<file path="config.mk">
export PLATFORM = sky130hd
export DESIGN_NAME = ide_word_bridge
export DESIGN_NICKNAME = d
export VERILOG_FILES = /design/src/rtl/ide_bridge_pkg.sv /design/src/rtl/ide_host_decode.sv /design/src/rtl/ide_addr_latch.sv /design/src/rtl/ide_strobe_gen.sv /design/src/rtl/ide_word_bridge.sv
export SDC_FILE = /design/constraint.sdc
export NUM_CORES = 1
export LEC_CHECK = 0
export ABC_AREA = 0
export CAP_MARGIN = 20
export CORE_MARGIN = 5
export CORE_UTILIZATION = 40
export CTS_CLUSTER_SIZE = 10
export DETAILED_ROUTE_END_ITERATION = 6
export DONT_BUFFER_PORTS = 1
export PLACE_DENSITY_LB_ADDON = 0.1
export RECOVER_POWER = 100
export SETUP_SLACK_MARGIN = 0.02
export SLEW_MARGIN = 10
export SYNTH_ARGS = -nofsm -noshare
export SYNTH_HDL_FRONTEND = slang
export SYNTH_SLANG_ARGS = --single-unit
export TNS_END_PERCENT = 100
</file>
<file path="constraint.sdc">
create_clock -name clk -period 6.1 [get_ports clk]
set_input_delay 0.915 -clock clk [delete_from_list [all_inputs] [get_ports clk]]
set_output_delay 0.915 -clock clk [all_outputs]
set_load 0.05 [all_outputs]
</file>
<file path="src/rtl/ide_bridge_pkg.sv">
package ide_bridge_pkg;

  typedef enum logic [1:0] {
    OFF_DATA  = 2'd0,
    OFF_ADDR  = 2'd1,
    OFF_HIGH  = 2'd2,
    OFF_SPARE = 2'd3
  } win_off_e;

  typedef struct packed {
    logic rd_data;
    logic wr_data;
    logic wr_addr;
    logic wr_high;
    logic rd_high;
  } host_req_t;

endpackage

</file>
<file path="src/rtl/ide_host_decode.sv">
module ide_host_decode
  import ide_bridge_pkg::*;
#(
  parameter int HA_W = 8
) (
  input  logic            phi2,
  input  logic            io_sel_n,
  input  logic [HA_W-1:0] addr,
  input  logic            rw,
  output host_req_t       req
);
  localparam int OFF_W = 2;

  logic     hit;
  win_off_e off;

  always_comb begin
    hit = phi2 && !io_sel_n && (addr[HA_W-1:OFF_W] == '0);
    off = win_off_e'(addr[OFF_W-1:0]);
    req = '0;
    if (hit) begin
      case (off)
        OFF_DATA: begin
          req.rd_data = rw;
          req.wr_data = !rw;
        end
        OFF_ADDR:  req.wr_addr = !rw;
        OFF_HIGH: begin
          req.rd_high = rw;
          req.wr_high = !rw;
        end
        default: ;
      endcase
    end
  end
endmodule

</file>
<file path="src/rtl/ide_addr_latch.sv">
module ide_addr_latch #(
  parameter int IA_W = 3
) (
  input  logic            clk,
  input  logic            rst,
  input  logic            load,
  input  logic [IA_W:0]   din,
  output logic [IA_W-1:0] ide_addr,
  output logic            ide_cs0_n,
  output logic            ide_cs1_n
);
  localparam int SEL = IA_W;

  always_ff @(posedge clk) begin
    if (rst) begin
      ide_addr  <= '0;
      ide_cs0_n <= 1'b0;
      ide_cs1_n <= 1'b1;
    end else if (load) begin
      ide_addr  <= din[IA_W-1:0];
      ide_cs0_n <= din[SEL];
      ide_cs1_n <= !din[SEL];
    end
  end

  AST_CS_COMPLEMENT: assert property (@(posedge clk) disable iff (rst)
    ide_cs0_n != ide_cs1_n);

  AST_ADDR_HOLD: assert property (@(posedge clk) disable iff (rst)
    (!$past(rst) && !$past(load)) |-> ($stable(ide_addr) && $stable(ide_cs0_n)));
endmodule

</file>
<file path="src/rtl/ide_strobe_gen.sv">
module ide_strobe_gen #(
  parameter int DW        = 8,
  parameter int IOR_DELAY = 2
) (
  input  logic            clk,
  input  logic            rst,
  input  logic            phi2,
  input  logic            rd_req,
  input  logic            wr_req,
  input  logic [DW-1:0]   whi,
  input  logic [DW-1:0]   host_byte,
  input  logic [2*DW-1:0] ide_din,
  output logic            ide_ior_n,
  output logic            ide_iow_n,
  output logic            ide_dout_en,
  output logic [2*DW-1:0] ide_dout,
  output logic [DW-1:0]   rhi
);
  localparam int CW = (IOR_DELAY < 1) ? 1 : $clog2(IOR_DELAY + 1);

  logic [CW-1:0] hold_cnt;

  always_ff @(posedge clk) begin
    if (rst) begin
      ide_iow_n   <= 1'b1;
      ide_dout_en <= 1'b0;
      ide_dout    <= '0;
    end else begin
      ide_iow_n   <= !wr_req;
      ide_dout_en <= wr_req;
      if (wr_req) ide_dout <= {whi, host_byte};
    end
  end

  always_ff @(posedge clk) begin
    if (rst) begin
      ide_ior_n <= 1'b1;
      hold_cnt  <= '0;
      rhi       <= '0;
    end else if (rd_req) begin
      ide_ior_n <= 1'b0;
      hold_cnt  <= CW'(IOR_DELAY);
    end else if (!ide_ior_n) begin
      if (hold_cnt == '0) begin
        ide_ior_n <= 1'b1;
        rhi       <= ide_din[2*DW-1:DW];
      end else begin
        hold_cnt <= hold_cnt - 1'b1;
      end
    end
  end

  AST_STROBE_EXCL: assert property (@(posedge clk) disable iff (rst)
    !(!ide_ior_n && !ide_iow_n));

  AST_IOW_PHASE: assert property (@(posedge clk) disable iff (rst)
    $fell(ide_iow_n) |-> $past(phi2));

  AST_RHI_HOLD: assert property (@(posedge clk) disable iff (rst)
    (!$past(rst) && !$rose(ide_ior_n)) |-> $stable(rhi));
endmodule

</file>
<file path="src/rtl/ide_word_bridge.sv">
module ide_word_bridge
  import ide_bridge_pkg::*;
#(
  parameter int HA_W      = 8,
  parameter int DW        = 8,
  parameter int IA_W      = 3,
  parameter int IOR_DELAY = 2
) (
  input  logic            clk,
  input  logic            rst,
  input  logic            host_phi2,
  input  logic            host_io_sel_n,
  input  logic [HA_W-1:0] host_addr,
  input  logic            host_rw,
  input  logic [DW-1:0]   host_wdata,
  output logic [DW-1:0]   host_rdata,
  input  logic [2*DW-1:0] ide_din,
  output logic [2*DW-1:0] ide_dout,
  output logic            ide_dout_en,
  output logic [IA_W-1:0] ide_addr,
  output logic            ide_cs0_n,
  output logic            ide_cs1_n,
  output logic            ide_ior_n,
  output logic            ide_iow_n,
  input  logic            ide_dasp_n,
  output logic            act_led
);
  host_req_t     req;
  logic [DW-1:0] whi_q;
  logic [DW-1:0] rhi_q;

  ide_host_decode #(.HA_W(HA_W)) i_decode (
    .phi2     (host_phi2),
    .io_sel_n (host_io_sel_n),
    .addr     (host_addr),
    .rw       (host_rw),
    .req      (req)
  );

  ide_addr_latch #(.IA_W(IA_W)) i_addr (
    .clk       (clk),
    .rst       (rst),
    .load      (req.wr_addr),
    .din       (host_wdata[IA_W:0]),
    .ide_addr  (ide_addr),
    .ide_cs0_n (ide_cs0_n),
    .ide_cs1_n (ide_cs1_n)
  );

  ide_strobe_gen #(.DW(DW), .IOR_DELAY(IOR_DELAY)) i_strobe (
    .clk         (clk),
    .rst         (rst),
    .phi2        (host_phi2),
    .rd_req      (req.rd_data),
    .wr_req      (req.wr_data),
    .whi         (whi_q),
    .host_byte   (host_wdata),
    .ide_din     (ide_din),
    .ide_ior_n   (ide_ior_n),
    .ide_iow_n   (ide_iow_n),
    .ide_dout_en (ide_dout_en),
    .ide_dout    (ide_dout),
    .rhi         (rhi_q)
  );

  always_ff @(posedge clk) begin
    if (rst) whi_q <= '0;
    else if (req.wr_high) whi_q <= host_wdata;
  end

  always_ff @(posedge clk) begin
    if (rst)              host_rdata <= '0;
    else if (req.rd_data) host_rdata <= ide_din[DW-1:0];
    else if (req.rd_high) host_rdata <= rhi_q;
    else                  host_rdata <= '0;
  end

  always_ff @(posedge clk) begin
    if (rst) act_led <= 1'b0;
    else     act_led <= !ide_dasp_n;
  end

  AST_LED_FOLLOW: assert property (@(posedge clk) disable iff (rst)
    !$past(rst) |-> (act_led == !$past(ide_dasp_n)));

  AST_DOUT_WITH_IOW: assert property (@(posedge clk) disable iff (rst)
    ide_dout_en |-> !ide_iow_n);
endmodule

</file>
==> key figures, run 1 <==
Clock network
  – TritonCTS Buffers: 5
  – Clock Tree Buf Depth: 2
  – CTS H-tree depth: 2
  – Post-CTS Setup Bufs: 0
  – Reg clk slew, reported paths: 0.08 ns
  – Hold_buf cts: 0
  – TritonCTS clock tree: yes
  – Post_cts resized: 0
  – Clock tree root driver cell: clkbuf_8
  – Worst skew pair latency: 0.29 ns
  – CTS sink count: 51

Floorplan
  – Die span in x: 77.5 um
  – Starting Density: 41.6%
  – Die height: 77.5 um
  – Die footprint: 6000 um^2
  – IO Pins: 71
  – Core ar.: 4380 um^2
  – Rows: 24

Detailed routing
  – Pre-antenna DRT Iters: 4
  – DRC: 0
  – DR WL/cell: 17.4 um
  – WL final: 3840 um
  – Vias per cell: 5.44
  – Initial DRC Count: 32
  – Via Count: 1202
  – Routed Antenna Nets: 0

STA
  – Fin crit period: 3.57 ns
  – Final setup vio count: 0
  – Unrepaired setup endpoints after global routing: false
  – Post-route setup TNS: 0 ns
  – Final setup slack of the worst path: 2.53 ns
  – Slew Limit Fails: 22
  – Final Cycle Share: 58.6%
  – Worst slew margin: -54.0%
  – Fin. Hold Viols: 0
  – Worst Tran Pin Value: 2.29 ns
  – Clock skew: 0.00262 ns
  – Fmax: 280 MHz
  – Fin Hold WS: 0.465 ns

Setup path
  – Setup CP Type: input pin to flop
  – Critical Path End Type: flop
  – CP max FO: 8
  – WP data required: 6.29 ns
  – Crit path DAT: 3.77 ns
  – Startpoint Class: input pin

Synthesis
  – Synth Warn #: 0
  – Synth top cells by count: 51 x dfxtp_1, 25 x nor2_1, 20 x mux2i_1
  – Largest cells by area after synthesis: dfxtp_1 56%, mux2i_1 11%, a22o_1 7.7%
  – Largest area contributor in the netlist: dfxtp_1
  – Post-Syn Area: 1820 um^2
  – Most used flip-flop cell after synthesis: dfxtp_1
  – Post-synthesis sequential area ratio: 56.0%
  – Synthesized netlist cell count: 169
  – Asr flop ratio synth: 0%
  – Syn_area_per_cell: 10.8 um^2
  – Most frequent cell after synthesis: dfxtp_1
  – Syn_nets: 207
  – Count of cell types in the netlist: 25
  – Top-area cell type share of the netlist area: 56.0%
  – Post-synth EDFFs: 0
  – Seq cells post-synth: 51

Pwr
  – Share of power burned in registers: 62.0%
  – Sw Ratio: 20.6%
  – Max IR drop VDD: 104 uV
  – Power Density: 286 nW/um^2
  – Clock share of power: 36.5%
  – Lkg Pwr: 0.640 nW
  – Cell Int Power: 0.000429 W
  – Comb pwr share: 1.5%
  – Switching power: 0.000111 W

Global routing
  – Vias in the first global route: 1206
  – Largest net degree at the start of global routing: 27
  – Grt total ovfl: 0
  – Total GRT Usage: 12.6%
  – Global-route wire length before repair: 6070 um
  – Initial antenna violation count: 0

Place
  – Dpl hpwl: 2820 um
  – Pre-CTS WS: 2.89 ns
  – Placed inst area: 1830 um^2
  – GP Congestion: 0.687
  – Cell Count Post-Placement: 211
  – PortBufs: 0

Run
  – MaxCap Viol Count: 2

Cells and area
  – Layout cell share with drive strength beyond 1: 5.33%
  – FILL cells: 427
  – Post-route cell area: 1890 um^2
  – Diodes inserted: 0
  – Layout net count: 206
  – Area Overhead vs Synth: 3.78%
  – Multi-input gate area: 683 um^2
  – Seq. cell area: 1020 um^2
  – Fin cells: 221

Hold path
  – Min-Delay Path Class: flop to flop

Outcome
  – Failing checks: max-capacitance violations, max-slew violations
  – Status: complete, but fails checks
==> flip-flops by register name, summed over array words and instances, names as in the netlist <==
name / flops
i_addr.ide_cs1_n: 1
i_addr.ide_cs0_n: 1
i_strobe.ide_iow_n: 1
act_led: 1
i_strobe.ide_dout: 16
host_rdata: 8
i_strobe.ide_dout_en: 1
i_addr.ide_addr: 3
whi_q: 8
i_strobe.hold_cnt: 2
i_strobe.ide_ior_n: 1
i_strobe.rhi: 8
==> power by group through the flow <==
stage | Combinational (W) | Sequential, W | Clock, W
global route | 0.00000915 | 0.000335 | 0.000220
finish | 0.00000822 | 0.000335 | 0.000197
CTS | 0.00000877 | 0.000335 | 0.000205
floorplan | 0.0000102 | 0.000342 | 0
global placement | 0.00000843 | 0.000342 | 0
detailed placement | 0.00000876 | 0.000342 | 0
==> worst paths after layout <==
kind                                         start         endpoint  slack [ns]  cells past startpoint
worst max-delay path                  host_addr[7]         whi_q[0]        2.53                      4
worst min-delay path               i_strobe.rhi[1]  i_strobe.rhi[1]        0.47                      2
worst max register to register  i_strobe.ide_ior_n  i_strobe.rhi[4]        4.22                      3
worst min register to register     i_strobe.rhi[1]  i_strobe.rhi[1]        0.47                      2
==> layout make-up <==
cell class / count / area share, %
flip-flops and latches: 51 / 54.0
multi-input cells: 104 / 36.1
clock buffers: 7 / 4.57
well taps: 52 / 3.44
inverters: 4 / 0.794
repair buffers: 2 / 0.596
clock inverters: 1 / 0.463
==> cells in the final DEF (no fill, tap or decap) <==
| cell | instances |
|---|---|
| and2_0 | 1 |
| nand2_1 | 16 |
| nor4b_1 | 2 |
| nor4_2 | 1 |
| clkbuf_8 | 6 |
| a22oi_1 | 8 |
| nand2b_1 | 2 |
| buf_4 | 1 |
| clkbuf_1 | 2 |
| a22o_1 | 16 |
| o21ai_0 | 2 |
| or4b_1 | 1 |
| or4_1 | 1 |
| nor3_1 | 2 |
| dfxtp_1 | 51 |
| nor3b_1 | 1 |
| a21oi_1 | 2 |
| inv_1 | 3 |
| nor2_1 | 25 |
| mux2i_1 | 20 |
| a31oi_1 | 1 |
| nor4_1 | 3 |
| clkinv_1 | 1 |
| clkinv_4 | 1 |
==> metrics by stage <==
stage / power [W] / utilization (%)
final: 0.000540 / 43.1
after detailed placement: 0.000351 / 41.7
after global placement: 0.000351 / 41.7
after global routing: 0.000563 / 43.1
after floorplan: 0.000353 / -
after CTS: 0.000548 / 43.8
==> critical path: stages <==
cell and delay [ns]:
or4b_1 0.61, nor4_1 1.84, mux2i_1 0.34, nor2_1 0.06
==> routing by layer <==
layer	GRT usage (%)	wire length [um]	up-vias
met5	0	0	-
met2	22.3	1970	38
li1	-	-	593
met3	6.83	366	4
met1	12.7	1470	567
met4	3.61	27	0
==> cell families after synthesis <==
family,Yosys count,synth area share (%)
and+or+nand+nor,55,16.4
DFF,51,56.0
AOI/OAI and AO/OA,29,12.4
muxes,20,11.0
buffers and inverters,14,4.12
Power figures use the tool's default switching activity.
==> run 2: changes to the inputs <==
--- a/config.mk
+++ b/config.mk
@@ -5,7 +5,7 @@
 export SDC_FILE = /design/constraint.sdc
 export NUM_CORES = 1
 export LEC_CHECK = 0
-export ABC_AREA = 0
+export ABC_AREA = 1
 export CAP_MARGIN = 20
 export CORE_MARGIN = 5
 export CORE_UTILIZATION = 40
==> constraint.sdc (replaced) <==
create_clock -name clk -period 3 [get_ports clk]
set_input_delay 0.45 -clock clk [delete_from_list [all_inputs] [get_ports clk]]
set_output_delay 0.45 -clock clk [all_outputs]
set_load 0.05 [all_outputs]
==> run 2 against run 1 <==
The flow now finishes without violations. Register-to-register slack got worse by 3.1 ns. Critical path depth rose by 3. Worst hold slack got worse by 0.27 ns. Final cell count rose by 76%. Global-route usage rose by 2.5 points. Sequential power rose by 100%. First-iteration DRC count rose by 140%. Sequential share of layout area fell by 11 points. Count of clock-buffer cells in the layout did not move.
==> key figures, run 2 <==
Outcome
  – Status: completed

STA
  – Final Cycle Share: 67.2%
  – Post-route setup TNS: 0 ns (unchanged)
  – Fin crit period: 2.02 ns
  – Slew Limit Fails: 0 (-100%)
  – Worst slew margin: 23.7% (+78 points)
  – Worst Tran Pin Value: 1.14 ns (-1.15 ns)
  – Clock skew: 0.00668 ns (+0.00406 ns)
  – Unrepaired setup endpoints after global routing: false
  – Final setup vio count: 0 (unchanged)
  – Final setup slack of the worst path: 0.985 ns (-1.54 ns)
  – Fin. Hold Viols: 0 (unchanged)
  – Fmax: 496 MHz

Floorplan
  – Core ar.: 5570 um^2 (+27%)
  – Die span in x: 86.2 um (+11%)
  – Starting Density: 41.6% (+0.064 points)
  – Rows: 27 (+13%)
  – Die height: 86.2 um (+11%)
  – Die footprint: 7420 um^2 (+24%)
  – IO Pins: 71 (unchanged)

Synthesis
  – Multiplexer share of the synthesized area: 0% (-11 points)
  – Most used flip-flop cell after synthesis: dfxtp_1
  – Most frequent cell after synthesis: nand2_1
  – Largest area contributor in the netlist: dfxtp_1
  – Post-synth EDFFs: 0 (unchanged)
  – Largest cells by area after synthesis: dfxtp_1 44%, nand2_1 11%, nand3_1 8.0%
  – Dominant combinational cell family by area after synthesis: simple AND/OR/NAND/NOR gates
  – Post-Syn Area: 2320 um^2 (+27%)
  – Post-Synth XOR/XNOR Area: 0% (unchanged)
  – Asr flop ratio synth: 0% (unchanged)
  – Count of cell types in the netlist: 24 (-4.0%)
  – Syn_area_per_cell: 7.23 um^2 (-33%)
  – Seq cells post-synth: 51 (unchanged)
  – Adder-Cell Fraction of Synth Area: 0% (unchanged)
  – Compound-Gate Fraction of Synth Area: 4.10% (-8.3 points)
  – Syn_nets: 359 (+73%)
  – Post-synthesis sequential area ratio: 44.0% (-12 points)
  – Top-area cell type share of the netlist area: 44.0% (-12 points)
  – Synth Warn #: 0 (unchanged)
  – Synthesized netlist cell count: 321 (+90%)
  – Synth top cells by count: 67 x nand2_1, 51 x dfxtp_1, 45 x inv_1
  – Synth Area in Simple Gates: 40.6% (+24 points)

Detailed routing
  – DR WL/cell: 14.0 um (-19%)
  – WL final: 5450 um (+42%)
  – Initial DRC Count: 77 (+140%)
  – Via Count: 1963 (+63%)
  – DRC: 0 (unchanged)
  – Routed Antenna Nets: 0 (unchanged)
  – Vias per cell: 5.06 (-7.0%)
  – Pre-antenna DRT Iters: 4 (unchanged)

Cells and area
  – Commonest non-fill, non-tap cell in the layout: nand2_1
  – Post-route cell area: 2390 um^2 (+27%)
  – Max reg flops: 16 (unchanged)
  – Largest register by flop count: i_strobe.ide_dout
  – Multi-input gate area: 1010 um^2 (+48%)
  – Layout cell share with drive strength beyond 1: 6.65% (+1.3 points)
  – Most frequent cells in the layout: 69 x nand2_1, 51 x dfxtp_1, 45 x inv_1
  – Layout net count: 353 (+71%)
  – Diodes inserted: 0 (unchanged)
  – FILL cells: 599 (+40%)
  – Area Overhead vs Synth: 3.24%
  – Final core occ: 43.0% (-0.16 points)
  – Seq. cell area: 1020 um^2 (unchanged)

Run
  – MaxCap Viol Count: 0 (-2)

Clock network
  – Clock tree root driver cell: clkbuf_8
  – Clock Tree Buf Depth: 2 (unchanged)
  – Reg clk slew, reported paths: 0.09 ns (about the same)
  – Post-CTS Setup Bufs: 0 (unchanged)
  – Post_cts resized: 0 (unchanged)
  – CTS sink count: 51 (unchanged)
  – Hold_buf cts: 0 (unchanged)
  – TritonCTS clock tree: yes
  – CTS H-tree depth: 2 (unchanged)
  – TritonCTS Buffers: 5 (unchanged)
  – Worst skew pair latency: 0.30 ns (about the same)

Place
  – Pre-CTS WS: 1.12 ns (-1.77 ns)
  – Dpl hpwl: 3890 um (+38%)
  – GP Congestion: 0.849 (+24%)
  – PortBufs: 0 (unchanged)
  – Placed inst area: 2340 um^2 (+28%)

Global routing
  – Global-route wire length before repair: 9020 um (+49%)
  – Largest net degree at the start of global routing: 55 (+100%)
  – Grt total ovfl: 0 (unchanged)
  – Total GRT Usage: 15.1% (+2.5 points)
  – Initial antenna violation count: 0 (unchanged)
  – Vias in the first global route: 1848 (+53%)

Pwr
  – Power Density: 466 nW/um^2 (+63%)
  – Lkg Pwr: 1.05 nW (+64%)
  – Max IR drop VDD: 265 uV (+150%)

Setup path
  – Critical Path End Type: flop
  – Slowest stage cell on the critical path: nor2_1
  – Startpoint Class: input pin
  – Crit path DAT: 2.26 ns (-1.51 ns)
  – CP most frequent cell: nor2_1
  – Crit path largest cell delay: 0.90 ns (-0.94 ns)
  – CP max FO: 18 (+10)
  – WP data required: 3.24 ns (-3.05 ns)
  – Setup CP Type: input pin to flop
  – Critical-path cell list: nor2_1 > nand2_1 > nor2_1 > nand3_2 > nand2_1 > inv_1 > nor2_1

Hold path
  – Min-Delay Path Class: input pin to flop
[run 2: kinds of logic (layout without fill, tap and decap cells)]
kind of cell,after synthesis,count (layout)
flip-flops,51,51
AO/OA/AOI/OAI,19,19
AND/OR/NAND/NOR,188,188
buffers and inverters,63,58
[run 2: critical path, delay by kind of cell]
family / cells / cell delay, ns
buffers and inverters: 1 / 0.05
and+or+nand+nor: 6 / 1.74
[run 2: power breakdown]
group / switching [W] / internal (W)
registers: 0.00000332 / 0.000677
clock network: 0.000218 / 0.000164
logic: 0.0000406 / 0.0000123
[run 2: worst paths after layout]
check                               to  cells after the start                 start  slack [ns]
setup / recovery              whi_q[0]                      7          host_addr[5]        0.98
hold / removal                 act_led                      1            ide_dasp_n        0.20
setup reg to reg       i_strobe.rhi[2]                      5  i_strobe.hold_cnt[1]        1.15
hold reg to reg   i_strobe.hold_cnt[0]                      2  i_strobe.hold_cnt[0]        0.47
[run 2: per-layer routing]
layer / vias up / wire length (um) / global-route usage, %
li1: 1020 / - / -
met1: 870 / 2490 / 18.3
met2: 60 / 2460 / 25.0
met3: 13 / 386 / 5.00
met4: 0 / 111 / 5.32
met5: - / 0 / 0
[run 2: metrics by stage]
stage,power [W],instances,hold slack [ns]
after floorplan,0.000743,321,0.434
after global placement,0.000750,380,0.451
after detailed placement,0.000750,380,0.461
after CTS,0.00113,388,0.189
after global routing,0.00116,388,0.185
final,0.00112,388,0.197
[run 2: layout make-up]
type / count / area share (%)
multi-input combinational: 207 / 42.2
sequential: 51 / 42.6
timing repair buffer: 1 / 0.313
tap: 72 / 3.76
inverter: 49 / 7.68
clock buffer: 7 / 3.19
clock inverter: 1 / 0.209
